===== src/rtl/wdog_pkg.sv =====
package wdog_pkg;
  localparam int PS_W    = 4;
  localparam int PS_MAX  = 9;
  localparam int WIN_CYC = 4;
  // control bit positions, shared by write data and readback
  localparam int CB_IRQ  = 7;
  localparam int CB_IE   = 6;
  localparam int CB_CE   = 5;
  localparam int CB_RE   = 4;
  typedef enum logic [1:0] {
    MODE_OFF  = 2'b00,
    MODE_IRQ  = 2'b01,
    MODE_RST  = 2'b10,
    MODE_BOTH = 2'b11
  } mode_e;
endpackage


===== src/rtl/wdog_regs.sv =====
module wdog_regs
  import wdog_pkg::*;
#(
  parameter int WIN = WIN_CYC
) (
  input  logic            clk,
  input  logic            rst_n,
  input  logic            wr_ctrl,
  input  logic [6:0]      wr_data,
  input  logic            hw_ie_clr,
  input  logic            cause,
  output logic            ie,
  output logic            re,
  output logic [PS_W-1:0] ps,
  output logic            win_open
);
  localparam int WW = $clog2(WIN + 1);

  logic [WW-1:0]   win_q;
  logic            ie_q, re_q;
  logic [PS_W-1:0] ps_q;
  logic            unlock;

  assign unlock   = wr_data[CB_CE] & wr_data[CB_RE];
  assign win_open = (win_q != '0);

  always_ff @(posedge clk) begin
    if (!rst_n) begin
      win_q <= '0;
      ie_q  <= 1'b0;
      re_q  <= 1'b0;
      ps_q  <= '0;
    end else begin
      if (wr_ctrl) begin
        ie_q <= wr_data[CB_IE];
        if (win_open) begin
          re_q <= wr_data[CB_RE];
          ps_q <= wr_data[PS_W-1:0];
        end else if (wr_data[CB_RE]) begin
          re_q <= 1'b1;
        end
        win_q <= unlock ? WW'(WIN) : '0;
      end else if (win_open) begin
        win_q <= win_q - 1'b1;
      end
      if (hw_ie_clr) ie_q <= 1'b0;
      if (cause)     re_q <= 1'b1;
    end
  end

  assign ie = ie_q;
  assign re = re_q;
  assign ps = ps_q;
endmodule


===== src/rtl/wdog_count.sv =====
module wdog_count
  import wdog_pkg::*;
#(
  parameter int BASE_LOG2 = 11
) (
  input  logic            clk,
  input  logic            rst_n,
  input  logic            active,
  input  logic            tick_en,
  input  logic            kick,
  input  logic [PS_W-1:0] ps,
  output logic            expire
);
  localparam int CW = BASE_LOG2 + PS_MAX;

  logic [CW-1:0]     cnt_q;
  logic [PS_MAX:0]   hit;
  logic [PS_W-1:0]   ps_sat;

  assign ps_sat = (ps > PS_W'(PS_MAX)) ? PS_W'(PS_MAX) : ps;

  for (genvar g = 0; g <= PS_MAX; g++) begin : g_hit
    localparam logic [CW:0] LAST = (CW+1)'((64'd1 << (BASE_LOG2 + g)) - 64'd1);
    assign hit[g] = ({1'b0, cnt_q} == LAST);
  end

  assign expire = active & tick_en & ~kick & hit[ps_sat];

  always_ff @(posedge clk) begin
    if (!rst_n) begin
      cnt_q <= '0;
    end else if (!active || kick || expire) begin
      cnt_q <= '0;
    end else if (tick_en) begin
      cnt_q <= cnt_q + CW'(1);
    end
  end
endmodule


===== src/rtl/wdog_event.sv =====
module wdog_event
  import wdog_pkg::*;
(
  input  logic clk,
  input  logic rst_n,
  input  logic expire,
  input  logic ie,
  input  logic re,
  input  logic irq_ack,
  input  logic flag_clr,
  output logic hw_ie_clr,
  output logic irq,
  output logic sys_rst,
  output logic cause
);
  mode_e mode;
  logic  fire_irq, fire_rst;

  assign mode      = mode_e'({re, ie});
  assign fire_irq  = expire & (mode == MODE_IRQ || mode == MODE_BOTH);
  assign fire_rst  = expire & (mode == MODE_RST);
  assign hw_ie_clr = expire & (mode == MODE_BOTH);

  always_ff @(posedge clk) begin
    if (!rst_n) begin
      irq     <= 1'b0;
      sys_rst <= 1'b0;
      cause   <= 1'b0;
    end else begin
      if (fire_irq)     irq <= 1'b1;
      else if (irq_ack) irq <= 1'b0;
      sys_rst <= fire_rst;
      if (fire_rst)      cause <= 1'b1;
      else if (flag_clr) cause <= 1'b0;
    end
  end
endmodule


===== src/rtl/wdog_timer.sv =====
module wdog_timer
  import wdog_pkg::*;
#(
  parameter int BASE_LOG2 = 11
) (
  input  logic       clk,
  input  logic       rst_n,
  input  logic       tick_en,
  input  logic       kick,
  input  logic       wr_en,
  input  logic       wr_sel,
  input  logic [7:0] wr_data,
  input  logic       irq_ack,
  output logic [7:0] rd_data,
  output logic       irq,
  output logic       sys_rst,
  output logic       rst_cause
);
  logic            ie, re, win_open, expire, hw_ie_clr;
  logic [PS_W-1:0] ps;
  logic            unused_wr7;

  assign unused_wr7 = wr_data[7];

  wdog_regs #(.WIN(WIN_CYC)) u_regs (
    .clk, .rst_n,
    .wr_ctrl  (wr_en & ~wr_sel),
    .wr_data  (wr_data[6:0]),
    .hw_ie_clr,
    .cause    (rst_cause),
    .ie, .re, .ps, .win_open
  );

  wdog_count #(.BASE_LOG2(BASE_LOG2)) u_count (
    .clk, .rst_n,
    .active  (ie | re),
    .tick_en, .kick, .ps,
    .expire
  );

  wdog_event u_event (
    .clk, .rst_n, .expire, .ie, .re, .irq_ack,
    .flag_clr (wr_en & wr_sel & ~wr_data[0]),
    .hw_ie_clr,
    .irq, .sys_rst,
    .cause    (rst_cause)
  );

  assign rd_data = {irq, ie, win_open, re, ps};
endmodule


===== config.mk =====
export PLATFORM = sky130hd
export DESIGN_NAME = wdog_timer
export DESIGN_NICKNAME = d
export VERILOG_FILES = /design/src/rtl/wdog_pkg.sv /design/src/rtl/wdog_regs.sv /design/src/rtl/wdog_count.sv /design/src/rtl/wdog_event.sv /design/src/rtl/wdog_timer.sv
export SDC_FILE = /design/constraint.sdc
export NUM_CORES = 1
export LEC_CHECK = 0
export ABC_AREA = 1
export BUFFER_PORTS_ARGS = -buffer_cell sky130_fd_sc_hd__buf_2
export CORE_ASPECT_RATIO = 0.6
export CORE_MARGIN = 1.5
export CORE_UTILIZATION = 55
export DETAILED_ROUTE_END_ITERATION = 16
export GPL_ROUTABILITY_DRIVEN = 0
export PLACE_DENSITY = 0.77
export SYNTH_ARGS = -nofsm -noshare
export SYNTH_HDL_FRONTEND = slang
export SYNTH_SLANG_ARGS = --single-unit

===== constraint.sdc =====
create_clock -name clk -period 2.39 [get_ports clk]
set_input_delay 0.717 -clock clk [delete_from_list [all_inputs] [get_ports clk]]
set_output_delay 0.717 -clock clk [all_outputs]
set_load 0.05 [all_outputs]

## Word-level counts from Yosys, hierarchy flattened

Cells that the tools add are included.

| word-level totals | value |
|---|---|
| bits of input ports | 15 |
| word-level logic and storage cells | 68 |
| output and inout bits | 11 |
| bits in registers | 32 |

| cells by class | value |
|---|---|
| reduce and logical (&&, ||, !) cells | 14 |
| eq/ne operators | 13 |
| multiplexer cells | 14 |
| bitwise logic cells | 15 |
| order comparisons | 2 |
| add/subtract/negate cells | 2 |

Operator list:

| kind | number |
|---|---|
| adder 20 x 1 -> 20 bit, second input constant | 1 |
| equality test 20 x 11 -> 1 bit, second input constant | 1 |
| equality test 20 x 12 -> 1 bit, second input constant | 1 |
| equality test 20 x 13 -> 1 bit, second input constant | 1 |
| equality test 20 x 14 -> 1 bit, second input constant | 1 |
| equality test 20 x 15 -> 1 bit, second input constant | 1 |
| equality test 20 x 16 -> 1 bit, second input constant | 1 |
| equality test 20 x 17 -> 1 bit, second input constant | 1 |
| equality test 20 x 18 -> 1 bit, second input constant | 1 |
| equality test 20 x 19 -> 1 bit, second input constant | 1 |
| equality test 20 bit, second input constant | 1 |
| bitwise AND 1 bit | 10 |
| 2-to-1 mux 1 bit | 9 |
| 2-to-1 mux 3 bit | 3 |
| nonzero test 2 bit | 4 |
| nonzero test 3 bit | 2 |
| less-than comparator 4 x 5 -> 1 bit, second input constant | 1 |
| binary-select mux 1 bit (select 4 bit) | 1 |
| equality test 2 bit, second input constant | 2 |
| greater-than comparator 4 bit, second input constant | 1 |
| 2-to-1 mux 4 bit | 1 |
| NOT 1 bit | 4 |
| AND reduction 2 bit | 2 |
| OR reduction 2 bit | 2 |
| 5 further kinds | 7 |

## Longest topological paths before layout

| logic depth | value |
|---|---|
| word-level depth | 7 |
| mapped depth | 15 |
| mapped depth without buffers | 14 |

## Modules after synthesis

From an unflattened synthesis, not the netlist that was laid out.

| unflattened totals | value |
|---|---|
| cells, all modules | 260 |
| area, all modules | 1,896.8 µm² |

Modules (own cells, without submodules):

| module | seq. area each (µm²) | instances | cells each | area each (µm²) |
|---|---|---|---|---|
| wdog_count | 400.4 | 1 | 174 | 1,295.0 |
| wdog_regs | 180.2 | 1 | 60 | 434.2 |
| wdog_event | 60.1 | 1 | 17 | 116.4 |
| wdog_timer | 0.0 | 1 | 9 | 51.3 |

## Worst setup path before layout

Ideal clock, no wire load.

| timing | value |
|---|---|
| path kind | register to register |
| from | reg u_regs.ps_q[3], in the netlist u_regs.ps[3] |
| to | reg u_count.cnt_q[10] |
| arrival time | 1.743 ns |
| setup time | 0.117 ns |
| path slack | 0.530 ns |
| required time | 2.273 ns |
| stages on the path, launching flop included | 10 |
| path through | dfxtp_1 -> o21ai_4 -> nand2_1 -> xor2_1 -> nand3_1 -> a21oi_2 -> nand2_2 -> nand3_2 -> buf_6 -> nor2_2 |

| on the way | value |
|---|---|
| longest elaborated chain between the ends | 7 |

RTL lines:

| item | RTL line | text |
|---|---|---|
| from (decl) | wdog_regs.sv:21 | `logic [PS_W-1:0] ps_q;` |
| from (signal assigned) | wdog_regs.sv:38 | `ps_q <= wr_data[PS_W-1:0];` |
| greater-than comparator 4 bit | wdog_count.sv:20 | `assign ps_sat = (ps > PS_W'(PS_MAX)) ? PS_W'(PS_MAX) : ps;` |
| 2-to-1 mux 4 bit * | wdog_count.sv:20 |  |
| binary-select mux 1 bit (select 4 bit) * | wdog_count.sv:27 | `assign expire = active & tick_en & ~kick & hit[ps_sat];` |
| 2-to-1 mux 1 bit (implied by the code) * | wdog_count.sv:27 |  |
| bitwise AND 1 bit * | wdog_count.sv:27 |  |
| logical OR 1 bit * | wdog_count.sv:32 | `end else if (!active \|\| kick \|\| expire) begin` |
| OR reduction 2 bit (no line) * | n/a |  |
| to (signal assigned) | wdog_count.sv:35 | `cnt_q <= cnt_q + CW'(1);` |
| to (decl) | wdog_count.sv:16 | `logic [CW-1:0] cnt_q;` |

Mark *: on every way between the ends. The rest lies on a longest branch, timed or not. The select of a mux whose other input is x is not followed.
A chain may end at the register's enable or synchronous reset.

## Worst setup path after layout

| timing | value |
|---|---|
| from | reg u_regs.win_q[0] |
| to | out rd_data[5] |

| on the way | value |
|---|---|
| longest elaborated chain between the ends | 1 |

RTL lines:

| item | RTL line | text |
|---|---|---|
| from (decl) | wdog_regs.sv:19 | `logic [WW-1:0] win_q;` |
| from (signal assigned) | wdog_regs.sv:42 | `win_q <= unlock ? WW'(WIN) : '0;` |
| from (signal assigned) | wdog_regs.sv:44 | `win_q <= win_q - 1'b1;` |
| nonzero test 3 bit | wdog_regs.sv:25 | `assign win_open = (win_q != '0);` |
| to (decl) | wdog_timer.sv:14 | `output logic [7:0] rd_data,` |

Every way passes these cells.

==> run metrics <==
Max VDD drop=0.7683 mV; wire per inst=about 12 um; final setup violation count=0; initial core utilization=0.5949; io pins=26; Worst-Margin Slew=about 0.52 ns; Arr. time, crit path=1.30 ns; hold buffer count at CTS=0; antenna viol nets, final=0; multi-input logic area=938.4 um2; Die H=about 47 um; critical path class=flip-flop to output port; fin crit share=0.8447; antenna violations before repair=0; drt first pass iters=4; Layout fillers=~260; Post-CTS Setup Repair Bufs=0; status=finished clean; fmax=just under 0.5 GHz; FF+latch area=approximately 640 um2; FF+latch count, synth=32; Slew HR=0.6505; Congestion Overflow GR=0; drt drc=0; largest net degree at the start of global routing=21; synthesis-to-finish area growth=13.33%; cts bufs inserted=5; CP cell instances=inv_1 > ha_1 > nand2_1 > buf_2; vias in the first global route=1310; crit-path max cell delay=~0.33 ns; Hold Path Class=flip-flop to flip-flop; Sum Neg Setup Slack=0 ns; Critical-path top delay cell=dfxtp_1; CP Launch Type=flip-flop; Cell Area, Synth=about 1800 um2; proportion of netlist area held by the largest area contributor=0.3631; share of cells above drive strength 1=0.1898; post-synthesis sequential area ratio=0.3631; # H-tree levels=2; Gate Count Post-Synth=between 200 and 250; Ant. Diodes=0; via count=roughly 1600; core box area=a little under 3000 um2; vias per cell=roughly 5.0; GRT Util Overall=0.2373; fin util=0.6743; CTS tree=done; Static Leakage=just under 0.8 nW; skew final=about 0.009 ns; final net count=292; Site Rows=15; CP endpoint kind=output port; Avg Inst Size Synth=around 7.1 um2; routed wire length=~3800 um; die width=between 70 and 80 um; Slew Limit Fails=0; Mapped Nets=roughly 270; Starting DRT DRC Count=roughly 100; crit-path max FO=5; CTS max path bufs=2; RSZ-0062 raised after global routing=false; Ys Warns=0; P per Cell Area=roughly 750 nW/um2; post-synthesis cell type count=28; Clock Tree Root=clkbuf_8; clk slew on worst S/H paths=approximately 0.06 ns; Buffers on Ports=24; fin crit period=2.019 ns; die area=roughly 3600 um2; max cap viols=0; global-route wire length before repair=between 6000 and 7000 um; CTS sink cnt=32; Detailed Place HPWL=~2900 um; synth top area cells=dfxtp_1, nand2_1, nor2_1, xor2_1, inv_1; cell taking the most area after synthesis=dfxtp_1; # resized after CTS=0; WP data required=1.67 ns; endpoints failing hold=0; Skew-Pair Late Insertion Delay=around 0.28 ns
==> per-stage QoR <==
| step | cell area, um2 | setup slack (ns) | power (mW) | hold slack [ns] | cells |
|---|---|---|---|---|---|
| 5_1_grt | 1999 | 0.1441 | 1.567 | 0.5097 | 316 |
| 3_5_place_dp | 1903 | 0.4523 | 1.050 | 0.4779 | 309 |
| 3_3_place_gp | 1903 | 0.4756 | 1.046 | 0.4547 | 309 |
| 4_1_cts | 1999 | 0.3658 | 1.499 | 0.4852 | 316 |
| 6_report | 1999 | 0.3711 | 1.492 | 0.4862 | 316 |
| 2_1_floorplan | 1764 | 0.5303 | 0.9860 | 0.4437 | 249 |
==> path summary, 6_finish.rpt <==
path                                                      end                           from  slack, ns  depth (start not counted)
worst min-delay path                   u_regs.re$_SDFFE_PN0P_     u_event.cause$_SDFFE_PN0P_       0.49                          2
worst min register to register         u_regs.re$_SDFFE_PN0P_     u_event.cause$_SDFFE_PN0P_       0.49                          2
worst max register to register  u_count.cnt_q[0]$_SDFFE_PP0P_  u_count.cnt_q[0]$_SDFFE_PP0P_       0.39                         15
worst max-delay path                               rd_data[5]   u_regs.win_q[0]$_SDFFE_PN0P_       0.37                          4
==> where the power goes <==
group          switching [mW]  leakage (nW)  internal [mW]
logic                   0.302         0.468          0.129
clock network           0.192        0.0503          0.256
registers              0.0361         0.259          0.576
total                   0.531         0.777          0.962
==> layout by cell type, fill, tap and decap left out <==
cell type / count
inv_1: 33
o21ai_4: 1
nand3b_1: 2
nor2_1: 38
nor3_1: 4
a21oi_2: 1
clkbuf_8: 7
o21ai_0: 6
ha_1: 3
a31oi_1: 1
nand3_1: 15
buf_12: 1
o21bai_1: 1
xor2_1: 15
nand2_2: 4
buf_4: 1
a211oi_1: 2
a21oi_1: 8
xnor2_1: 5
mux2i_1: 1
o211ai_1: 1
nand2_1: 49
dfxtp_1: 32
buf_2: 24
nand4_1: 5
nor4_1: 1
nand3_2: 1
nor2_2: 12
==> critical path, delay by kind of cell (launching register included) <==
family,cells,cell delay (ns)
adders and majority gates,1,0.19
and+or+nand+nor,1,0.15
buffers and inverters,2,0.36
DFF,1,0.33
==> flip-flops by register name (all words and copies together) (netlist names) <==
name             cells
u_event.sys_rst      1
u_regs.win_q         3
u_event.cause        1
u_regs.re            1
u_regs.ps            4
u_count.cnt_q       20
u_regs.ie            1
u_event.irq          1
==> layout make-up <==
type	count	area share
clock buffers	7	0.04819
inverters	33	0.06195
multi-input cells	176	0.4693
flip-flops and latches	32	0.3204
well taps	42	0.02628
repair buffers	26	0.07384
==> cells by family after synthesis <==
family,after synthesis,share of synthesized area
buffers and inverters,41,0.1050
AND/OR/NAND/NOR,131,0.3312
flip-flops,32,0.3631
adder cells (fa/ha/maj),3,0.02128
AO/OA/AOI/OAI,21,0.07448
XOR/XNOR,20,0.09929
multiplexers,1,0.005674
==> synthesized netlist by cell type, drive strengths merged <==
| master | count |
|---|---|
| a211oi | 2 |
| a21oi | 9 |
| a31oi | 1 |
| buf | 7 |
| clkbuf | 1 |
| dfxtp | 32 |
| ha | 3 |
| inv | 33 |
| mux2i | 1 |
| nand2 | 53 |
| nand3 | 16 |
| nand3b | 2 |
| nand4 | 5 |
| nor2 | 50 |
| nor3 | 4 |
| nor4 | 1 |
| o211ai | 1 |
| o21ai | 7 |
| o21bai | 1 |
| xnor2 | 5 |
| xor2 | 15 |
==> per-layer routing <==
layer / GRT usage / wire length, um
met1: 0.3672 / 2115
met2: 0.3171 / 1392
met3: 0.06408 / 287
met4: 0.06667 / 28
met5: 0 / 0
No activity file was read; power rests on OpenSTA's default activity.
